--- src/rtl/twin_timer_pkg.sv ---
`timescale 1ns/1ps
// Shared constants and types for the twin down-counting timer.
// Assumes a 32-bit register bus and a 2-bit clock-select field.
package twin_timer_pkg;
    localparam int DATA_W   = 32;
    localparam int CSEL_W   = 2;

    // Control word bit positions; software depends on these.
    localparam int BIT_START = 0;
    localparam int BIT_EN    = 1;
    localparam int BIT_UF    = 2;
    localparam int BIT_IE    = 3;
    localparam int BIT_AUTO  = 4;
    localparam int BIT_LVL   = 5;
    localparam int CSEL_LSB  = 10;

    // Word selector inside a channel window (address bits [3:2]).
    typedef enum logic [1:0] {
        REG_CTRL  = 2'd0,
        REG_COUNT = 2'd1,
        REG_RLD_A = 2'd2,
        REG_RLD_B = 2'd3
    } reg_sel_e;

    // Stored control state of one channel (start bit is not stored).
    typedef struct packed {
        logic [CSEL_W-1:0] csel;
        logic              lvl;
        logic              autold;
        logic              ie;
        logic              uf;
        logic              en;
    } ctrl_t;

    // Build the software-visible control word; start bit reads as 0.
    function automatic logic [DATA_W-1:0] ctrl_word(input ctrl_t c);
        logic [DATA_W-1:0] w;
        w = '0;
        w[BIT_EN]   = c.en;
        w[BIT_UF]   = c.uf;
        w[BIT_IE]   = c.ie;
        w[BIT_AUTO] = c.autold;
        w[BIT_LVL]  = c.lvl;
        w[CSEL_LSB +: CSEL_W] = c.csel;
        return w;
    endfunction
endpackage

--- src/rtl/tmr_prescale.sv ---
`timescale 1ns/1ps
// Tick generator for one channel: emits a one-cycle tick every
// 2^(csel+1) cycles while run is high. Assumes restart is pulsed on
// the start edge so the first tick comes one full period later.
module tmr_prescale #(
    parameter int CSEL_W = 2
) (
    input  logic              clk,
    input  logic              rst_n,
    input  logic              run,
    input  logic              restart,
    input  logic [CSEL_W-1:0] csel,
    output logic              tick
);
    localparam int PS_W = 1 << CSEL_W;

    logic [PS_W-1:0] pcnt;
    logic [PS_W-1:0] term;

    // Terminal value of the divider for the selected period.
    always_comb term = PS_W'((2 << csel) - 1);

    // Tick on the terminal count of a running divider.
    always_comb tick = run && (pcnt == term);

    // Divider state: cleared on reset, restart or while idle.
    always_ff @(posedge clk) begin
        if (!rst_n)               pcnt <= '0;
        else if (restart || !run) pcnt <= '0;
        else if (tick)            pcnt <= '0;
        else                      pcnt <= pcnt + 1'b1;
    end
endmodule

--- src/rtl/tmr_channel.sv ---
`timescale 1ns/1ps
// One timer channel: control word, down counter, two reload words
// and an interrupt level. Assumes at most one of the write strobes
// is high in a cycle (one bus access per cycle).
module tmr_channel
    import twin_timer_pkg::*;
#(
    parameter int CNT_W = 32
) (
    input  logic              clk,
    input  logic              rst_n,
    input  logic              ctrl_we,
    input  logic              count_we,
    input  logic              rld_a_we,
    input  logic              rld_b_we,
    input  logic [DATA_W-1:0] wdata,
    output logic [DATA_W-1:0] ctrl_q,
    output logic [CNT_W-1:0]  count_q,
    output logic [CNT_W-1:0]  rld_a_q,
    output logic [CNT_W-1:0]  rld_b_q,
    output logic              irq,
    output logic              lvl,
    output logic              tick,
    output logic              start,
    output logic              armed
);
    ctrl_t            ctrl;
    logic [CNT_W-1:0] count;
    logic [CNT_W-1:0] rld_a;
    logic [CNT_W-1:0] rld_b;
    logic             armed_q;
    logic             run;
    logic             uflow;

    // A start needs both the start bit and count enable in one write.
    always_comb start = ctrl_we && wdata[BIT_START] && wdata[BIT_EN];
    always_comb run   = armed_q && ctrl.en;
    always_comb uflow = tick && (count == '0);

    tmr_prescale #(.CSEL_W(CSEL_W)) u_ps (
        .clk     (clk),
        .rst_n   (rst_n),
        .run     (run),
        .restart (start),
        .csel    (ctrl.csel),
        .tick    (tick)
    );

    // Control word: software fields, and a sticky flag that hardware sets.
    always_ff @(posedge clk) begin
        if (!rst_n) begin
            ctrl <= '0;
        end else if (ctrl_we) begin
            ctrl.en     <= wdata[BIT_EN];
            ctrl.ie     <= wdata[BIT_IE];
            ctrl.autold <= wdata[BIT_AUTO];
            ctrl.lvl    <= wdata[BIT_LVL];
            ctrl.csel   <= wdata[CSEL_LSB +: CSEL_W];
            ctrl.uf     <= (wdata[BIT_UF] & ctrl.uf) | uflow;
        end else if (uflow) begin
            ctrl.uf     <= 1'b1;
        end
    end

    // Armed state: set by a start, dropped by disable or one-shot end.
    always_ff @(posedge clk) begin
        if (!rst_n)                                armed_q <= 1'b0;
        else if (start)                            armed_q <= 1'b1;
        else if (ctrl_we && !wdata[BIT_EN])        armed_q <= 1'b0;
        else if (uflow && !ctrl.autold)            armed_q <= 1'b0;
    end

    // Counter: start load, direct write, reload on underflow, else step down.
    always_ff @(posedge clk) begin
        if (!rst_n)        count <= '0;
        else if (start)    count <= rld_a;
        else if (count_we) count <= wdata[CNT_W-1:0];
        else if (tick) begin
            if (count == '0) count <= ctrl.autold ? rld_a : count;
            else             count <= count - 1'b1;
        end
    end

    // Reload words: plain storage written from the bus.
    always_ff @(posedge clk) begin
        if (!rst_n) begin
            rld_a <= '0;
            rld_b <= '0;
        end else begin
            if (rld_a_we) rld_a <= wdata[CNT_W-1:0];
            if (rld_b_we) rld_b <= wdata[CNT_W-1:0];
        end
    end

    // Outputs toward the bus port and the pins.
    always_comb begin
        ctrl_q  = ctrl_word(ctrl);
        count_q = count;
        rld_a_q = rld_a;
        rld_b_q = rld_b;
        irq     = ctrl.uf & ctrl.ie;
        lvl     = ctrl.lvl;
        armed   = armed_q;
    end
endmodule

--- src/rtl/tmr_bus_port.sv ---
`timescale 1ns/1ps
// Register bus port: decodes the address into per-channel write
// strobes and returns read data combinationally. Assumes word-aligned
// accesses; a misaligned or out-of-range address is ignored.
module tmr_bus_port
    import twin_timer_pkg::*;
#(
    parameter int NCH    = 2,
    parameter int ADDR_W = 5
) (
    input  logic                       bus_sel,
    input  logic                       bus_wr,
    input  logic [ADDR_W-1:0]          bus_addr,
    input  logic [NCH-1:0][DATA_W-1:0] ctrl_rd,
    input  logic [NCH-1:0][DATA_W-1:0] count_rd,
    input  logic [NCH-1:0][DATA_W-1:0] rld_a_rd,
    input  logic [NCH-1:0][DATA_W-1:0] rld_b_rd,
    output logic [NCH-1:0]             we_ctrl,
    output logic [NCH-1:0]             we_count,
    output logic [NCH-1:0]             we_rla,
    output logic [NCH-1:0]             we_rlb,
    output logic [DATA_W-1:0]          bus_rdata
);
    localparam int CHS_W = ADDR_W - 4;

    logic [CHS_W-1:0] chan;
    reg_sel_e         rsel;
    logic             hit;

    // Address split and validity of the access.
    always_comb begin
        chan = bus_addr[ADDR_W-1:4];
        rsel = reg_sel_e'(bus_addr[3:2]);
        hit  = bus_sel && (bus_addr[1:0] == 2'b00) && (int'(chan) < NCH);
    end

    // Per-channel write strobes.
    for (genvar g = 0; g < NCH; g++) begin : g_we
        logic wsel;
        always_comb begin
            wsel        = bus_wr && hit && (int'(chan) == g);
            we_ctrl[g]  = wsel && (rsel == REG_CTRL);
            we_count[g] = wsel && (rsel == REG_COUNT);
            we_rla[g]   = wsel && (rsel == REG_RLD_A);
            we_rlb[g]   = wsel && (rsel == REG_RLD_B);
        end
    end

    // Read multiplexer: selected word of the addressed channel.
    always_comb begin
        bus_rdata = '0;
        for (int i = 0; i < NCH; i++) begin
            if (hit && (int'(chan) == i)) begin
                case (rsel)
                    REG_CTRL:  bus_rdata = ctrl_rd[i];
                    REG_COUNT: bus_rdata = count_rd[i];
                    REG_RLD_A: bus_rdata = rld_a_rd[i];
                    default:   bus_rdata = rld_b_rd[i];
                endcase
            end
        end
    end
endmodule

--- src/rtl/twin_down_timer.sv ---
`timescale 1ns/1ps
// Top of the twin down-counting timer: NCH channels behind a
// single-cycle register bus. Assumes ADDR_W >= 5 and CNT_W <= 32.
module twin_down_timer
    import twin_timer_pkg::*;
#(
    parameter int NCH    = 2,
    parameter int CNT_W  = 32,
    parameter int ADDR_W = 5
) (
    input  logic              clk,
    input  logic              rst_n,
    input  logic              bus_sel,
    input  logic              bus_wr,
    input  logic [ADDR_W-1:0] bus_addr,
    input  logic [31:0]       bus_wdata,
    output logic [31:0]       bus_rdata,
    output logic [NCH-1:0]    irq,
    output logic [NCH-1:0]    lvl_out
);
    logic [NCH-1:0][DATA_W-1:0] ctrl_rd;
    logic [NCH-1:0][DATA_W-1:0] count_rd;
    logic [NCH-1:0][DATA_W-1:0] rld_a_rd;
    logic [NCH-1:0][DATA_W-1:0] rld_b_rd;
    logic [NCH-1:0]             we_ctrl;
    logic [NCH-1:0]             we_count;
    logic [NCH-1:0]             we_rla;
    logic [NCH-1:0]             we_rlb;
    logic [NCH-1:0]             tick_v;
    logic [NCH-1:0]             start_v;
    logic [NCH-1:0]             armed_v;
    logic [NCH-1:0]             uf_v;
    logic [NCH-1:0]             auto_v;
    logic [NCH-1:0][CNT_W-1:0]  cnt_v;
    logic [NCH-1:0][CNT_W-1:0]  rla_v;

    tmr_bus_port #(.NCH(NCH), .ADDR_W(ADDR_W)) u_port (
        .bus_sel   (bus_sel),
        .bus_wr    (bus_wr),
        .bus_addr  (bus_addr),
        .ctrl_rd   (ctrl_rd),
        .count_rd  (count_rd),
        .rld_a_rd  (rld_a_rd),
        .rld_b_rd  (rld_b_rd),
        .we_ctrl   (we_ctrl),
        .we_count  (we_count),
        .we_rla    (we_rla),
        .we_rlb    (we_rlb),
        .bus_rdata (bus_rdata)
    );

    for (genvar g = 0; g < NCH; g++) begin : g_ch
        logic [CNT_W-1:0] rlb;
        tmr_channel #(.CNT_W(CNT_W)) u_ch (
            .clk      (clk),
            .rst_n    (rst_n),
            .ctrl_we  (we_ctrl[g]),
            .count_we (we_count[g]),
            .rld_a_we (we_rla[g]),
            .rld_b_we (we_rlb[g]),
            .wdata    (bus_wdata),
            .ctrl_q   (ctrl_rd[g]),
            .count_q  (cnt_v[g]),
            .rld_a_q  (rla_v[g]),
            .rld_b_q  (rlb),
            .irq      (irq[g]),
            .lvl      (lvl_out[g]),
            .tick     (tick_v[g]),
            .start    (start_v[g]),
            .armed    (armed_v[g])
        );

        // Widen channel words to the bus width and expose flag state.
        always_comb begin
            count_rd[g] = DATA_W'(cnt_v[g]);
            rld_a_rd[g] = DATA_W'(rla_v[g]);
            rld_b_rd[g] = DATA_W'(rlb);
            uf_v[g]     = ctrl_rd[g][BIT_UF];
            auto_v[g]   = ctrl_rd[g][BIT_AUTO];
        end
    end
endmodule

--- config.mk ---
export PLATFORM = sky130hd
export DESIGN_NAME = twin_down_timer
export DESIGN_NICKNAME = d
export VERILOG_FILES = /design/src/rtl/twin_timer_pkg.sv /design/src/rtl/tmr_prescale.sv /design/src/rtl/tmr_channel.sv /design/src/rtl/tmr_bus_port.sv /design/src/rtl/twin_down_timer.sv
export SDC_FILE = /design/constraint.sdc
export NUM_CORES = 1
export LEC_CHECK = 0
export BUFFER_PORTS_ARGS = -buffer_cell sky130_fd_sc_hd__buf_2
export CORE_MARGIN = 5
export CORE_UTILIZATION = 60
export CTS_CLUSTER_SIZE = 12
export DETAILED_ROUTE_END_ITERATION = 7
export GPL_ROUTABILITY_DRIVEN = 0
export PLACE_DENSITY = 0.81
export SLEW_MARGIN = 20
export SYNTH_ARGS = -nofsm -noshare
export SYNTH_HDL_FRONTEND = slang
export SYNTH_HIERARCHICAL = 1
export SYNTH_SLANG_ARGS = --single-unit
--- constraint.sdc ---
create_clock -name clk -period 3.8 [get_ports clk]
set_input_delay 0.95 -clock clk [delete_from_list [all_inputs] [get_ports clk]]
set_output_delay 0.95 -clock clk [all_outputs]
set_load 0.005 [all_outputs]
==> metrics.txt <==
Final Hold Viols 0; Die Y 157.8 um; Synth async-reset ratio 0%; syn_area_per_cell 9.473 sq um; Num CTS Buffers 24; Setup Skew 0.01202 ns; CP max stage delay 0.48 ns; ys flop type dfxtp_1; I/O Pins 77; synth cell count leaders 216 x dfxtp_1, 204 x nor2_1, 142 x mux2i_1, 78 x clkbuf_1, 64 x mux4_2; Clock Path Buffers 3; Vias/cell 6.832; Synth top area share 33.01%; most frequent cell after synthesis dfxtp_1; multi-input logic area 7941 sq um; Starting Density 60.41%; Max Fclk 0.2907 GHz; met1 usage 40.78%; area delta synth->final 8.805%; Hold Path Origin g_ch[0].u_ch/u_ps/pcnt[0]; Tcrit/Tclk final 90.51%; distinct cell type count after synthesis 65; WL final 39.43 mm; compound-gate portion of the synthesized area 17.21%; Fillers 1697; top cells by area, synth dfxtp_1 33%, mux4_2 11%, mux2i_1 11%; Crit Reg-Reg Startpoint g_ch[0].u_ch/count_q[24]; CP Data Arrival Time 2.49 ns; # rows 54; CTS clock-pin slew for the worst setup and hold paths 0.06 ns; Post-DP HPWL 27.38 mm; largest family of logic cells by synthesized area multiplexers; initial antenna violation count 1; post-layout min period 3.439 ns; ANT nets after route 0; # port buffers 76; Die Wd 157.8 um; Hold EP g_ch[0].u_ch/u_ps/pcnt[0]; worst-skew pair later-pin latency 0.52 ns; register-to-register setup slack 0.71 ns; number of synthesized register bits 216; routed via count 11600; drt wl/cell 23.22 um; Slew Viols, Final 0; Core Area 21690 sq um; diode count 0; Max-cap violations 0; global-route wire length before repair 61.21 mm; worst setup path startpoint bus_addr[3]; GR Util All Layers 30.95%; crit path capture type primary output; Ys Warns 6; post-synth top area cell dfxtp_1; vias in the first global route 10770; Leak 0.005178 uW; GR Overflow Total 0; CTS H-tree depth 1; final setup fails 0; Die Area 24890 sq um; nets@finish 1449; Reg area 4324 sq um; CTS tree built; Worst-Margin Slew 1.110 ns; First DRT Iteration DRCs 1356; multiplexer share of the synthesized area 22.08%; met3 GRT Util 5.549%; largest net degree at the start of global routing 57; Pwr Density 375.7 nW/um^2; DRC errors left 0; root buffer cell clkbuf_16; Post-Syn Instances 1383; worst path cell trace buf_2, buf_4, mux4_2, a22o_1, buf_2; Resize count post-CTS 0; Mapped Area 13100 sq um; CP max-delay cell buf_2; Simple-Gate Fraction of Synth Area 15.82%; RR Endpoint g_ch[0].u_ch/count_q[17]; Req. time, crit path 2.85 ns; Slew headroom 25.87%; drt pass-1 iters 6; setup_tns 0 ns; Max FO, Critical Path 24; post-synthesis xor/xnor area fraction 3.209%; hold path cells 1; met2 usage 48.48%; share of layout cells above drive strength 1 18.55%; status finished, final reports clean; R2R depth 7; Startpoint Class input port; Tightest Hold Check Type register to register; layer carrying the most global-route usage met2; CTS Sinks 216; post-cts hold buffer count 0; sequential share of the synthesized area 33.01%; Post-Synth Adder-Cell Area 0.5730%; Peak VDD IR 0.3654 mV; CP Class input port to primary output; RSZ-0062 raised after global routing no; postcts setup bufs 0; Design Power 5355 uW; number of flops mapped to enable cells by yosys 0; crit-path most repeated cell buf_2
-- logic make-up after synthesis --
| logic type | count (synthesis) |
|---|---|
| and+or+nand+nor | 426 |
| DFF | 216 |
| AOI/OAI and AO/OA | 288 |
| buffers and inverters | 189 |
| muxes | 208 |
| xor gates and xnor gates | 48 |
| other | 2 |
| adders and majority gates | 6 |
-- per-layer routing --
layer | up-vias | part of all wire [%]
met5 | - | 0.030
met4 | 2 | 6.3
met3 | 185 | 11
met2 | 763 | 45
met1 | 5525 | 38
li1 | 5125 | -
-- sequential cells by signal (all words and copies together), names as in the netlist --
register / count
g_ch.u_ch/rld_b_q: 64
g_ch.u_ch/ctrl_q: 12
g_ch.u_ch/u_ps/pcnt: 8
g_ch.u_ch/lvl: 2
g_ch.u_ch/rld_a_q: 64
g_ch.u_ch/count_q: 64
g_ch.u_ch/armed: 2
-- where the power goes --
| group | internal (uW) | leakage, uW | total (uW) | switching, uW |
|---|---|---|---|---|
| registers | 2280 | 0.00174 | 2300 | 18.8 |
| clock network | 1330 | 0.000380 | 2270 | 939 |
| logic | 321 | 0.00306 | 789 | 468 |
-- stage by stage --
step,area [sq um],hold slack (ns),setup WS [ns],instances,util (%)
2_1_floorplan,13280,0.4297,0.4693,1431,-
3_3_place_gp,13490,0.4418,0.4187,1656,62.18
3_5_place_dp,13490,0.4591,0.3835,1656,62.18
4_1_cts,14250,0.4721,0.3730,1698,65.73
5_1_grt,14250,0.4848,0.3083,1698,65.73
6_report,14250,0.4670,0.3606,1698,65.73
-- layout make-up --
type                    instances  area share [%]
repair buffers                118           5.688
clock buffers                  37           5.196
clock inverters                 5          0.1931
well taps                     280           2.458
multi-input cells            1026           55.71
inverters                      16          0.4213
flip-flops and latches        216           30.33
-- worst max-delay path by stage --
stage	slack, ns	cells past startpoint	to
global route	0.31	5	bus_rdata[19]
CTS	0.37	5	bus_rdata[18]
floorplan	0.47	13	g_ch[1].u_ch/count_q[8]
global placement	0.42	5	bus_rdata[18]
finish	0.36	5	bus_rdata[0]
detailed placement	0.38	5	bus_rdata[18]
-- cell usage in the layout (no fill, tap or decap), drive strengths merged, types with 4 or more instances in the layout --
cell / synthesis / final
o21ai: 22 / 22
xor2: 10 / 10
conb: 2 / 50
a21o: 4 / 4
nor3: 42 / 42
o221a: 8 / 8
nand4: 6 / 6
o31ai: 20 / 20
o31a: 10 / 10
dfxtp: 216 / 216
o211ai: 10 / 10
a211o: 16 / 16
ha: 6 / 6
and2: 12 / 12
or4: 14 / 14
or3: 6 / 6
o41ai: 6 / 6
and4: 4 / 4
nor3b: 12 / 12
o21a: 6 / 6
nand2b: 12 / 12
buf: 95 / 118
inv: 14 / 14
a22o: 32 / 32
mux4: 64 / 64
nor4: 32 / 32
a31oi: 14 / 14
nor2: 204 / 204
a21oi: 48 / 48
a22oi: 16 / 16
clkinv: 2 / 6
nand2: 51 / 51
and3: 6 / 6
xnor2: 38 / 38
o221ai: 32 / 32
a211oi: 30 / 30
a221oi: 4 / 4
mux2i: 142 / 142
clkbuf: 78 / 37
nand3: 10 / 10
-- worst max-delay path, delay by kind of cell --
family | cells | cell delay, ns
buffers and inverters | 3 | 0.92
muxes | 1 | 0.32
AOI/OAI and AO/OA | 1 | 0.29
Power figures use the tool's default switching activity.
